===== config.mk =====
export PLATFORM = sky130hd
export DESIGN_NAME = aux_irq_latch
export DESIGN_NICKNAME = d
export VERILOG_FILES = /design/src/rtl/aux_irq_pkg.sv /design/src/rtl/aux_irq_sync.sv /design/src/rtl/aux_irq_port_decode.sv /design/src/rtl/aux_irq_fsm.sv /design/src/rtl/aux_irq_latch.sv
export SDC_FILE = /design/constraint.sdc
export NUM_CORES = 1
export LEC_CHECK = 0
export ABC_CLOCK_PERIOD_IN_PS = 1500
export BUFFER_PORTS_ARGS = -buffer_cell sky130_fd_sc_hd__buf_2
export CAP_MARGIN = 20
export CORE_AREA = 2 2 39 41
export CTS_CLUSTER_DIAMETER = 60
export DETAILED_ROUTE_END_ITERATION = 10
export DIE_AREA = 0 0 41 43
export GPL_TIMING_DRIVEN = 0
export HOLD_SLACK_MARGIN = 0.02
export SLEW_MARGIN = 10
export SYNTH_ARGS = -nofsm -noshare
export SYNTH_HDL_FRONTEND = slang
export SYNTH_SLANG_ARGS = --single-unit

===== constraint.sdc =====
create_clock -name clk_i -period 1.5 [get_ports clk_i]
set_input_delay 0.3 -clock clk_i [delete_from_list [all_inputs] [get_ports clk_i]]
set_output_delay 0.3 -clock clk_i [all_outputs]
set_load 0.005 [all_outputs]

===== src/rtl/aux_irq_pkg.sv =====
package aux_irq_pkg;
    typedef enum logic [1:0] {
        ST_IDLE    = 2'd0,
        ST_PENDING = 2'd1,
        ST_PASS    = 2'd2
    } aux_state_e;
endpackage


===== src/rtl/aux_irq_sync.sv =====
module aux_irq_sync #(
    parameter int STAGES = 2
) (
    input  logic clk_i,
    input  logic rst_ni,
    input  logic d_i,
    output logic q_o
);
    localparam int LAST = STAGES - 1;

    logic [LAST:0] chain_q;

    generate
        if (STAGES == 1) begin : g_single
            always_ff @(posedge clk_i or negedge rst_ni) begin
                if (!rst_ni) chain_q <= '0;
                else         chain_q <= d_i;
            end
        end else begin : g_multi
            always_ff @(posedge clk_i or negedge rst_ni) begin
                if (!rst_ni) chain_q <= '0;
                else         chain_q <= {chain_q[LAST-1:0], d_i};
            end
        end
    endgenerate

    assign q_o = chain_q[LAST];
endmodule


===== src/rtl/aux_irq_port_decode.sv =====
module aux_irq_port_decode #(
    parameter int          ADDR_W    = 16,
    parameter logic [15:0] PORT_ADDR = 16'h0060
) (
    input  logic [ADDR_W-1:0] addr_i,
    input  logic              rd_i,
    input  logic              wr_i,
    output logic              rd_hit_o,
    output logic              fwd_o
);
    localparam logic [ADDR_W-1:0] MATCH = PORT_ADDR[ADDR_W-1:0];

    logic hit;

    always_comb begin
        hit      = (addr_i == MATCH);
        rd_hit_o = hit && rd_i;
        fwd_o    = hit && (rd_i || wr_i);
    end
endmodule


===== src/rtl/aux_irq_fsm.sv =====
module aux_irq_fsm
    import aux_irq_pkg::*;
(
    input  logic       clk_i,
    input  logic       rst_ni,
    input  logic       mode_i,
    input  logic       pin_sync_i,
    input  logic       rd_hit_i,
    output logic       irq_o,
    output aux_state_e state_o
);
    aux_state_e state_q, state_d;
    logic       prev_q;
    logic       rise;

    assign rise = pin_sync_i && !prev_q;

    // Edge-detect history register.
    always_ff @(posedge clk_i or negedge rst_ni) begin
        if (!rst_ni) prev_q <= 1'b0;
        else         prev_q <= pin_sync_i;
    end

    // Next-state decision.
    always_comb begin
        state_d = state_q;
        unique case (state_q)
            ST_PASS: begin
                if (mode_i) state_d = ST_IDLE;            // pass_to_idle
            end
            ST_IDLE: begin
                if (!mode_i)   state_d = ST_PASS;         // idle_to_pass
                else if (rise) state_d = ST_PENDING;      // idle_to_pend
            end
            ST_PENDING: begin
                if (!mode_i)                 state_d = ST_PASS;  // pend_to_pass
                else if (rd_hit_i && !rise)  state_d = ST_IDLE;  // pend_to_idle
                // otherwise pend_hold
            end
            default: state_d = ST_IDLE;
        endcase
    end

    // State register.
    always_ff @(posedge clk_i or negedge rst_ni) begin
        if (!rst_ni) state_q <= ST_IDLE;
        else         state_q <= state_d;
    end

    // Output decode.
    always_comb begin
        unique case (state_q)
            ST_PASS:    irq_o = pin_sync_i;
            ST_PENDING: irq_o = 1'b1;
            default:    irq_o = 1'b0;
        endcase
    end

    assign state_o = state_q;

    // a matching read releases a held request when no edge collides.
    a_r4_read_releases: assert property (@(posedge clk_i) disable iff (!rst_ni)
        (state_q == ST_PENDING && mode_i && rd_hit_i && !rise) |=> (state_q == ST_IDLE && !irq_o));

    // a rising edge in mouse mode always leaves the request set.
    a_r7_edge_wins: assert property (@(posedge clk_i) disable iff (!rst_ni)
        (state_q != ST_PASS && mode_i && rise) |=> (state_q == ST_PENDING && irq_o));

    // without a matching read the request is held.
    a_r5_hold_without_read: assert property (@(posedge clk_i) disable iff (!rst_ni)
        (state_q == ST_PENDING && mode_i && !rd_hit_i) |=> irq_o);

    // leaving mouse mode discards any request.
    a_r8_mode_drop: assert property (@(posedge clk_i) disable iff (!rst_ni)
        (state_q != ST_PASS && !mode_i) |=> (state_q == ST_PASS));

    // re-entering mouse mode starts with no request.
    a_r8_mode_enter: assert property (@(posedge clk_i) disable iff (!rst_ni)
        (state_q == ST_PASS && mode_i) |=> (state_q == ST_IDLE && !irq_o));
endmodule


===== src/rtl/aux_irq_latch.sv =====
module aux_irq_latch
    import aux_irq_pkg::*;
#(
    parameter int          ADDR_W      = 16,
    parameter logic [15:0] PORT_ADDR   = 16'h0060,
    parameter int          SYNC_STAGES = 2
) (
    input  logic              clk_i,
    input  logic              rst_ni,
    input  logic              mouse_mode_i,
    input  logic              irq_pin_i,
    input  logic [ADDR_W-1:0] io_addr_i,
    input  logic              io_rd_i,
    input  logic              io_wr_i,
    output logic              irq12_o,
    output logic              ext_fwd_o
);
    logic       pin_sync;
    logic       rd_hit;
    aux_state_e state;

    aux_irq_sync #(.STAGES(SYNC_STAGES)) u_sync (
        .clk_i  (clk_i),
        .rst_ni (rst_ni),
        .d_i    (irq_pin_i),
        .q_o    (pin_sync)
    );

    aux_irq_port_decode #(.ADDR_W(ADDR_W), .PORT_ADDR(PORT_ADDR)) u_dec (
        .addr_i   (io_addr_i),
        .rd_i     (io_rd_i),
        .wr_i     (io_wr_i),
        .rd_hit_o (rd_hit),
        .fwd_o    (ext_fwd_o)
    );

    aux_irq_fsm u_fsm (
        .clk_i      (clk_i),
        .rst_ni     (rst_ni),
        .mode_i     (mouse_mode_i),
        .pin_sync_i (pin_sync),
        .rd_hit_i   (rd_hit),
        .irq_o      (irq12_o),
        .state_o    (state)
    );

    // in pass-through mode the output is the synchronised pin, reads or not.
    a_r6_pass_follows_pin: assert property (@(posedge clk_i) disable iff (!rst_ni)
        (state == ST_PASS) |-> (irq12_o == pin_sync));
endmodule


==> results of run 1 <==
power by group:
part	leakage (nW)	total [W]	internal [W]	switching, W
Combinational	0.165	0.000201	0.000104	0.0000971
Clock	0.0150	0.000157	0.000101	0.0000561
Sequential	0.0610	0.000175	0.000158	0.0000176
Total	0.241	0.000533	0.000362	0.000171
kinds of logic after synthesis:
logic type | after synthesis
fa+ha+maj | 3
simple gates | 13
flops | 5
buf+inv | 4
compound gates | 6
final cells by class:
type / count / area [um^2] / share of cell area (%)
clock buffer: 4 / 26.3 / 5.15
inverter: 4 / 15.0 / 2.94
multi-input combinational: 22 / 191 / 37.5
sequential: 5 / 125 / 24.5
tap: 16 / 20.0 / 3.92
timing repair buffer: 25 / 133 / 26.0
state kept, by name, summed over array words and instances, names as in the netlist:
name,count
u_sync.chain_q,2
u_fsm.state_o,2
u_fsm.prev_q,1
metal layers:
metal  part of all wire, %  up-vias  global-route usage (%)  wire length [um]
met3                    15        0                    4.71               113
met2                    51       22                    17.5               393
met4                     0        0                    8.00                 0
met1                    35      148                    6.58               269
li1                      -      173                       -                 -
met5                     0        -                       0                 0
per-stage QoR:
stage / util (%) / worst slack [ns]
finish: 36.9 / 0.0254
global route: 36.9 / -0.0271
CTS: 36.2 / 0.000561
detailed placement: 33.4 / -0.00378
global placement: 33.4 / 0.00758
floorplan: - / 0.252
critical path, stage by stage (launching register included):
cell and delay, ns:
sky130_fd_sc_hd__dfrtp_1 0.38, sky130_fd_sc_hd__inv_2 0.06, sky130_fd_sc_hd__ha_1 0.26, sky130_fd_sc_hd__nor2b_1 0.12
sky130_fd_sc_hd__buf_2 0.12
Yosys cell counts:
cell type                  n
sky130_fd_sc_hd__o221ai_1  1
sky130_fd_sc_hd__dfrtp_1   5
sky130_fd_sc_hd__nor4_2    2
sky130_fd_sc_hd__o41ai_2   1
sky130_fd_sc_hd__nand4b_1  1
sky130_fd_sc_hd__nand4_1   1
sky130_fd_sc_hd__ha_1      3
sky130_fd_sc_hd__inv_1     4
sky130_fd_sc_hd__o21ai_1   2
sky130_fd_sc_hd__nor2b_1   2
sky130_fd_sc_hd__nand2_1   2
sky130_fd_sc_hd__a21oi_1   1
sky130_fd_sc_hd__nor2_1    2
sky130_fd_sc_hd__o21ai_0   1
sky130_fd_sc_hd__or3_1     1
sky130_fd_sc_hd__nor4b_2   2
what timing repair did:
item	CTS	global route
setup endpoints to repair	1	1
resized for setup	2	2
hold buffers	1	0
setup buffers	0	1
pin swaps	0	0
endpoints found under the hold margin	5	0
path summary, 6_finish.rpt:
path / startpoint / to / slack [ns] / depth (start not counted)
max in group asynchronous: rst_ni / u_sync.chain_q[0] / 0.96 / 2
min: irq_pin_i / u_sync.chain_q[0] / 0.17 / 1
max reg2reg: u_fsm.state_o[1] / u_fsm.state_o[1] / 0.14 / 6
min in group asynchronous: rst_ni / u_sync.chain_q[1] / 0.40 / 2
max: u_fsm.state_o[1] / irq12_o / 0.03 / 4
min reg2reg: u_sync.chain_q[0] / u_sync.chain_q[1] / 0.34 / 0
==> impl_metrics.tcl, run 1 <==
set metrics [dict create \
    max_cap_violations 0 \
    yosys.area_share.adder_pct 11.5 \
    nets 86 \
    area_growth_syn_to_layout_pct 56.3 \
    final.hold.worst_slack_ns 0.169 \
    setup_total_negative_slack_ns 0 \
    cp.required_ns 1.20 \
    port-buffer-count 23 \
    synth_seq_cells 5 \
    drc_violation_count_after_routing 0 \
    ys_types 16 \
    synth_fp_nets 56 \
    cts-buffers-inserted 3 \
    avgSynthCellArea_um2 10.5 \
    ant_nets 0 \
    worst_slew_margin_rel_pct 80.1 \
    number_of_vias_per_cell_after_detailed_routing 4.51 \
    clkSlewWorstSetupHoldPaths_ns 0.04 \
    drt-pass1-iter-count 3 \
    grt.total_usage_pct 9.81 \
    die_area_um2 1760 \
    cts.path.max_buffers 2 \
    leakage_nw 0.241 \
    worst-slew-pin-transition_ns 0.295 \
    post_synth_mux_area_share_pct 0 \
    cts_sinks 5 \
    postRouteWirelength_um 776 \
    dpl.hpwl_um 598 \
    drive_above_1_share_pct 60.0 \
    grt_antenna_before_repair 0 \
    antenna_cells 0 \
    die_width_um 41 \
    io_pins 24 \
    synth_compound_gate_area_share_pct 13.8 \
    peakVddDrop_mv 0.559 \
    power.density_nw_per_um2 1040 \
    worst_hold_path_type "primary input to flip-flop" \
    cts.root.buffer_cell "sky130_fd_sc_hd__clkbuf_4" \
    clkLatencyLatePin_ns 0.24 \
    rows 14 \
    timing.final.crit_share_pct 98.3 \
    end_kind "primary output" \
    critical_path_type "flip-flop to primary output" \
    fmax_mhz 678 \
    synth-simple-area-share_pct 31.8 \
    grt_overflow_total 0 \
    run_status "complete, no violations" \
    setup-violations-final 0 \
    worstPathMaxFanout 3 \
    core_area_um2 1380 \
    first_global_vias 302 \
    h-tree-depth 1 \
    cell_accounting_for_the_most_synthesized_area "sky130_fd_sc_hd__dfrtp_1" \
    slew_viol_final 0 \
    finalNonFillerCells 76 \
    floorplan.initialDensity_pct 23.6 \
    die_h_um 43 \
    synth_top_cell_area_share_pct 38.3 \
    grt_max_degree 7 \
    stdcell_area_um2 510 \
    gpl.final_weighted_congestion 0.756 \
    crit_arrival_ns 1.17 \
    placed_cells_incl_taps 70 \
    fillers 147 \
    synthesis.instances 31 \
    layout.cells.most_common_list "sky130_fd_sc_hd__buf_2, sky130_fd_sc_hd__dfrtp_1, sky130_fd_sc_hd__clkbuf_4" \
    num_vias 343 \
    global_route_wire_length_before_repair_um 1050 \
    synth_xor_xnor_area_share_pct 0 \
    dpl-instance-area_um2 462 \
    wl_per_cell_um 10.2 \
    finalClockSkew_ns 0.00685 \
    dominant_combinational_cell_family_by_area_after_synthesis "simple AND/OR/NAND/NOR gates" \
    type_of_origin_of_the_critical_path "flip-flop" \
    hold_viol_final 0 \
    dr.first_iter.drc_count 3 \
    final_critical_delay_including_setup_and_external_delays_ns 1.47 \
    post-layout-total-power_w 0.000533 \
    synth.area.top_cells "sky130_fd_sc_hd__dfrtp_1, sky130_fd_sc_hd__ha_1, sky130_fd_sc_hd__nor4b_2, sky130_fd_sc_hd__nor4_2, sky130_fd_sc_hd__o41ai_2" \
    mostFrequentLayoutCell "sky130_fd_sc_hd__buf_2" \
    yosys_warnings 0 \
    grt_setup_unrepaired "true" \
    cts_tree "built" \
    sequential_share_of_the_synthesized_area_pct 38.3 \
    synth.cell_area_um2 327 \
]
No activity file was read; power rests on OpenSTA's default activity.
==> inputs of run 2 (changes only) <==
--- a/config.mk
+++ b/config.mk
@@ -17,4 +17,5 @@
 export SLEW_MARGIN = 10
 export SYNTH_ARGS = -nofsm -noshare
 export SYNTH_HDL_FRONTEND = slang
+export SYNTH_HIERARCHICAL = 1
 export SYNTH_SLANG_ARGS = --single-unit
==> impl_metrics.tcl, run 2 <==
set metrics [dict create \
    critical_path.endpoint "irq12_o" \
    worst_slew_margin_rel_pct 80.7 \
    type_of_origin_of_the_critical_path "flip-flop" \
    final_critical_delay_including_setup_and_external_delays_ns 1.47 \
    dpl-instance-area_um2 434 \
    ys_types 15 \
    synth_fp_nets 55 \
    critical_path_type "flip-flop to primary output" \
    end_kind "primary output" \
    synth.area.top_cells "sky130_fd_sc_hd__dfrtp_1, sky130_fd_sc_hd__ha_1, sky130_fd_sc_hd__nor4b_2, sky130_fd_sc_hd__nor2b_1, sky130_fd_sc_hd__nor4_1" \
    slew_viol_final 0 \
    drt-pass1-iter-count 1 \
    wl_per_cell_um 8.93 \
    detailroute.wirelength.met2_um 311 \
    grt_setup_unrepaired "true" \
    dpl.hpwl_um 578 \
    synth_top_cell_area_share_pct 41.8 \
    clkSlewWorstSetupHoldPaths_ns 0.04 \
    cts_tree "built" \
    layout.cells.most_common_list "sky130_fd_sc_hd__buf_2, sky130_fd_sc_hd__dfrtp_1, sky130_fd_sc_hd__clkbuf_4, sky130_fd_sc_hd__nor2_1" \
    max_cap_violations 0 \
    core_area_um2 1380 \
    worstPathCellList "inv_2, ha_2, a21oi_1, nor2b_1, buf_2" \
    sequential_share_of_the_synthesized_area_pct 41.8 \
    peakVddDrop_mv 0.596 \
    cell_accounting_for_the_most_synthesized_area "sky130_fd_sc_hd__dfrtp_1" \
    cts.path.max_buffers 2 \
    yosys-top-cells-count "sky130_fd_sc_hd__dfrtp_1, sky130_fd_sc_hd__ha_1, sky130_fd_sc_hd__inv_1, sky130_fd_sc_hd__nor2_1" \
    cts_setup_buffers 0 \
    setup_total_negative_slack_ns 0 \
    nets 84 \
    cts-buffers-inserted 3 \
    synth_enable_flop_cells 0 \
    critical_path.reg2reg.startpoint "u_fsm/state_o[0]" \
    hold_viol_final 0 \
    run_status "complete, no violations" \
    worst-slew-pin-transition_ns 0.287 \
    floorplan.initialDensity_pct 21.6 \
    yosys.cell_count.top_type "sky130_fd_sc_hd__dfrtp_1" \
    postRouteWirelength_um 661 \
    global_route_wire_length_before_repair_um 972 \
    port-buffer-count 23 \
    synth_async_sr_flop_share_pct 100 \
    met3WireLength_um 143 \
    first_global_vias 283 \
    antenna_cells 0 \
    power.density_nw_per_um2 1030 \
    crit_path_start "u_fsm/state_o[0]" \
    fmax_mhz 680 \
    routed.top_layer "met3" \
    synthesis.instances 30 \
    setup-violations-final 0 \
    cp.required_ns 1.20 \
    crit_arrival_ns 1.17 \
    io_pins 24 \
    m1WireLength_um 206 \
    cts_sinks 5 \
    grt_max_degree 6 \
    die_width_um 41 \
    gpl.final_weighted_congestion 0.773 \
    num_vias 321 \
    rows 14 \
    drive_above_1_share_pct 55.2 \
    grt_overflow_total 0 \
    ant_nets 0 \
    max_stage_delay_ns 0.38 \
    synth_top_flop_cell "sky130_fd_sc_hd__dfrtp_1" \
    stdcell_area_um2 475 \
    leakage_nw 0.233 \
    synth_seq_cells 5 \
    h-tree-depth 1 \
    reg2reg_to "u_fsm/state_o[0]" \
    dr.first_iter.drc_count 0 \
    r2r_setup_slack_ns 0.19 \
    grt.total_usage_pct 8.51 \
    clkLatencyLatePin_ns 0.23 \
    cp_slowest_cell "sky130_fd_sc_hd__dfrtp_1" \
    worst_hold_path_type "primary input to flip-flop" \
    mostFrequentLayoutCell "sky130_fd_sc_hd__buf_2" \
    number_of_vias_per_cell_after_detailed_routing 4.34 \
    final.hold.worst_slack_ns 0.170 \
    grt_antenna_before_repair 0 \
    drc_violation_count_after_routing 0 \
    synth.cell_area_um2 299 \
    timing.final.crit_share_pct 98.0 \
    yosys_warnings 6 \
    finalClockSkew_ns 0.000109 \
    die_area_um2 1760 \
    cts.root.buffer_cell "sky130_fd_sc_hd__clkbuf_4" \
    worstPathMaxFanout 3 \
    avgSynthCellArea_um2 9.97 \
    area_growth_syn_to_layout_pct 59.0 \
    core_utilization_of_the_finished_layout_pct 34.4 \
    die_h_um 43 \
    worstRegToRegCells 5 \
    post-layout-total-power_w 0.000489 \
]
==> run 2: cell type report <==
class | count | area, um^2
fill | 145 | 908
multi-input combinational | 22 | 168
sequential | 5 | 125
timing repair buffer | 24 | 125
clock buffer | 4 | 26.3
tap | 16 | 20.0
inverter | 3 | 11.3
==> run 2: worst min-delay path by stage <==
| stage | end | depth (start not counted) | from |
|---|---|---|---|
| final | u_sync/chain_q[0] | 1 | irq_pin_i |
| after global placement | u_sync/chain_q[0] | 1 | rst_ni |
| after CTS | u_sync/chain_q[0] | 1 | irq_pin_i |
| after floorplan | u_fsm/prev_q | 0 | rst_ni |
| after global routing | u_sync/chain_q[0] | 1 | irq_pin_i |
| after detailed placement | u_sync/chain_q[0] | 1 | rst_ni |
==> run 2: logic make-up after synthesis <==
group / after synthesis / share of synthesized area [%]
simple gates: 14 / 31.0
compound gates: 5 / 10.9
flops: 5 / 41.8
buf+inv: 3 / 3.77
fa+ha+maj: 3 / 12.6
==> run 2: critical path: cells and delay by family, from the launching register on <==
family / cells / cell delay, ns
buffers and inverters: 2 / 0.20
and+or+nand+nor: 1 / 0.11
DFF: 1 / 0.38
adders and majority gates: 1 / 0.18
AOI/OAI and AO/OA: 1 / 0.06
==> run 2: what timing repair did <==
item / CTS / global route
hold buffers: 1 / 0
endpoints found under the setup margin: 1 / 1
hold endpoints to repair: 5 / 0
gates resized for setup: 4 / 0
==> run 2: per-layer routing <==
| metal | GRT usage (%) | vias up |
|---|---|---|
| li1 | - | 165 |
| met1 | 6.95 | 133 |
| met2 | 14.4 | 23 |
| met3 | 2.62 | 0 |
| met4 | 8.00 | 0 |
| met5 | 0 | - |
==> run 2: where the power goes <==
part	leakage, nW	switching (W)	internal, W	total, W
Clock	0.0150	0.0000487	0.000100	0.000149
Sequential	0.0610	0.0000163	0.000158	0.000174
Combinational	0.157	0.0000789	0.0000868	0.000166
==> run 2: through the flow <==
step,setup WS (ns),cells
2_1_floorplan,0.181,30
5_1_grt,-0.0754,74
3_3_place_gp,-0.0868,69
4_1_cts,0.0198,74
3_5_place_dp,-0.0676,69
6_report,0.0296,74
==> inputs of run 3 (changes only) <==
--- a/config.mk
+++ b/config.mk
@@ -6,7 +6,7 @@
 export NUM_CORES = 1
 export LEC_CHECK = 0
 export ABC_CLOCK_PERIOD_IN_PS = 1500
-export BUFFER_PORTS_ARGS = -buffer_cell sky130_fd_sc_hd__buf_2
+export BUFFER_PORTS_ARGS = -buffer_cell sky130_fd_sc_hd__buf_4
 export CAP_MARGIN = 20
 export CORE_AREA = 2 2 39 41
 export CTS_CLUSTER_DIAMETER = 60
==> impl_metrics.tcl, run 3 (same netlist as run 2, synthesis figures left out) <==
set metrics [dict create \
    run_status "complete, no violations" \
    number_of_vias_per_cell_after_detailed_routing 4.43 \
    io_pins 24 \
    global_route_wire_length_before_repair_um 979 \
    placed_cells_incl_taps 69 \
    layout.cells.most_common_list "sky130_fd_sc_hd__buf_4, sky130_fd_sc_hd__dfrtp_1, sky130_fd_sc_hd__clkbuf_4, sky130_fd_sc_hd__nor2_1" \
    postRouteWirelength_um 706 \
    worst-slew-pin-transition_ns 0.302 \
    clkLatencyLatePin_ns 0.24 \
    max_cap_violations 0 \
    drc_violation_count_after_routing 0 \
    grt_setup_unrepaired "true" \
    leakage_nw 0.253 \
    hold_viol_final 0 \
    die_width_um 41 \
    h-tree-depth 1 \
    cts_setup_buffers 0 \
    post-layout-total-power_w 0.000515 \
    drive_above_1_share_pct 56.9 \
    place_ws_ns -0.108 \
    fin_worst_setup_slack_ns 0.0306 \
    num_vias 328 \
    cts_tree "built" \
    cts.root.buffer_cell "sky130_fd_sc_hd__clkbuf_4" \
    wl_per_cell_um 9.54 \
    cts.path.max_buffers 2 \
    antenna_cells 0 \
    finalNonFillerCells 74 \
    slew_viol_final 0 \
    rows 14 \
    floorplan.initialDensity_pct 21.6 \
    nets 84 \
    finalClockSkew_ns 0.00269 \
    type_of_origin_of_the_critical_path "flip-flop" \
    crit_arrival_ns 1.17 \
    gpl.final_weighted_congestion 0.780 \
    power.density_nw_per_um2 960 \
    dpl-instance-area_um2 492 \
    stdcell_area_um2 537 \
    port-buffer-count 23 \
    area_growth_syn_to_layout_pct 79.5 \
    dr.first_iter.drc_count 0 \
    cts-buffers-inserted 3 \
    dpl.hpwl_um 601 \
    worst_slew_margin_rel_pct 79.7 \
    grt_antenna_before_repair 0 \
    die_h_um 43 \
    clkSlewWorstSetupHoldPaths_ns 0.04 \
    grt.total_usage_pct 8.70 \
    grt_overflow_total 0 \
    core_area_um2 1380 \
    cp.required_ns 1.20 \
    die_area_um2 1760 \
    peakVddDrop_mv 0.664 \
    drt-pass1-iter-count 1 \
    mostFrequentLayoutCell "sky130_fd_sc_hd__buf_4" \
    first_global_vias 280 \
    timing.final.crit_share_pct 98.0 \
    fmax_mhz 681 \
    critical_path_type "flip-flop to primary output" \
    ant_nets 0 \
    grt_max_degree 6 \
    worst_hold_path_type "primary input to flip-flop" \
    setup-violations-final 0 \
    end_kind "primary output" \
    final_critical_delay_including_setup_and_external_delays_ns 1.47 \
    core_utilization_of_the_finished_layout_pct 38.8 \
    cts_sinks 5 \
    worstPathMaxFanout 3 \
]
-- run 3: cell counts in the layout (fill, tap and decap cells not counted) --
No cell type changed its count.
-- run 3: critical path, cell delays in order, from the launching register on --
cell,delay (ns)
sky130_fd_sc_hd__dfrtp_1,0.36
sky130_fd_sc_hd__inv_2,0.05
sky130_fd_sc_hd__ha_1,0.27
sky130_fd_sc_hd__nor2b_1,0.13
sky130_fd_sc_hd__buf_4,0.13
-- run 3: timing repair --
item / 4_1_cts / 5_1_grt
hold buffers: 1 / 0
endpoints found under the hold margin: 5 / 0
cloned: 0 / 0
pin swaps: 0 / 2
setup endpoints to repair: 1 / 2
gates resized for setup: 3 / 2
-- run 3: where the power goes --
group	switching [W]	total [W]	leakage, nW	internal [W]
logic	0.0000826	0.000192	0.177	0.000110
clock network	0.0000487	0.000149	0.0150	0.000100
registers	0.0000163	0.000174	0.0610	0.000158
-- run 3: cell type report --
| class | instances | area, um^2 |
|---|---|---|
| tap | 16 | 20.0 |
| fill | 148 | 847 |
| sequential | 5 | 125 |
| multi-input combinational | 22 | 171 |
| clock buffer | 4 | 26.3 |
| timing repair buffer | 24 | 183 |
| inverter | 3 | 11.3 |
-- run 3: final timing paths --
kind                            depth (start not counted)  slack, ns               from           endpoint
min in group asynchronous                               2       0.39             rst_ni       u_fsm/prev_q
worst min-delay path                                    1       0.17          irq_pin_i  u_sync/chain_q[0]
worst max register to register                          5       0.15   u_fsm/state_o[0]   u_fsm/state_o[0]
worst min register to register                          0       0.34  u_sync/chain_q[0]  u_sync/chain_q[1]
worst max-delay path                                    4       0.03   u_fsm/state_o[0]            irq12_o
max in group asynchronous                               2       1.00             rst_ni   u_fsm/state_o[1]
-- run 3: through the flow --
stage | setup TNS [ns] | hold slack [ns]
after global placement | -0.189 | 0.103
after detailed placement | -0.191 | 0.104
after global routing | -0.0273 | 0.158
after floorplan | 0 | 0.00441
after CTS | 0 | 0.157
final | 0 | 0.170
-- run 3: layer usage --
metal,vias up,GRT usage (%),wire length [um]
met5,-,0,0
met3,0,3.14,134
li1,165,-,-
met4,0,6.00,0
met2,23,14.4,329
met1,140,8.25,242
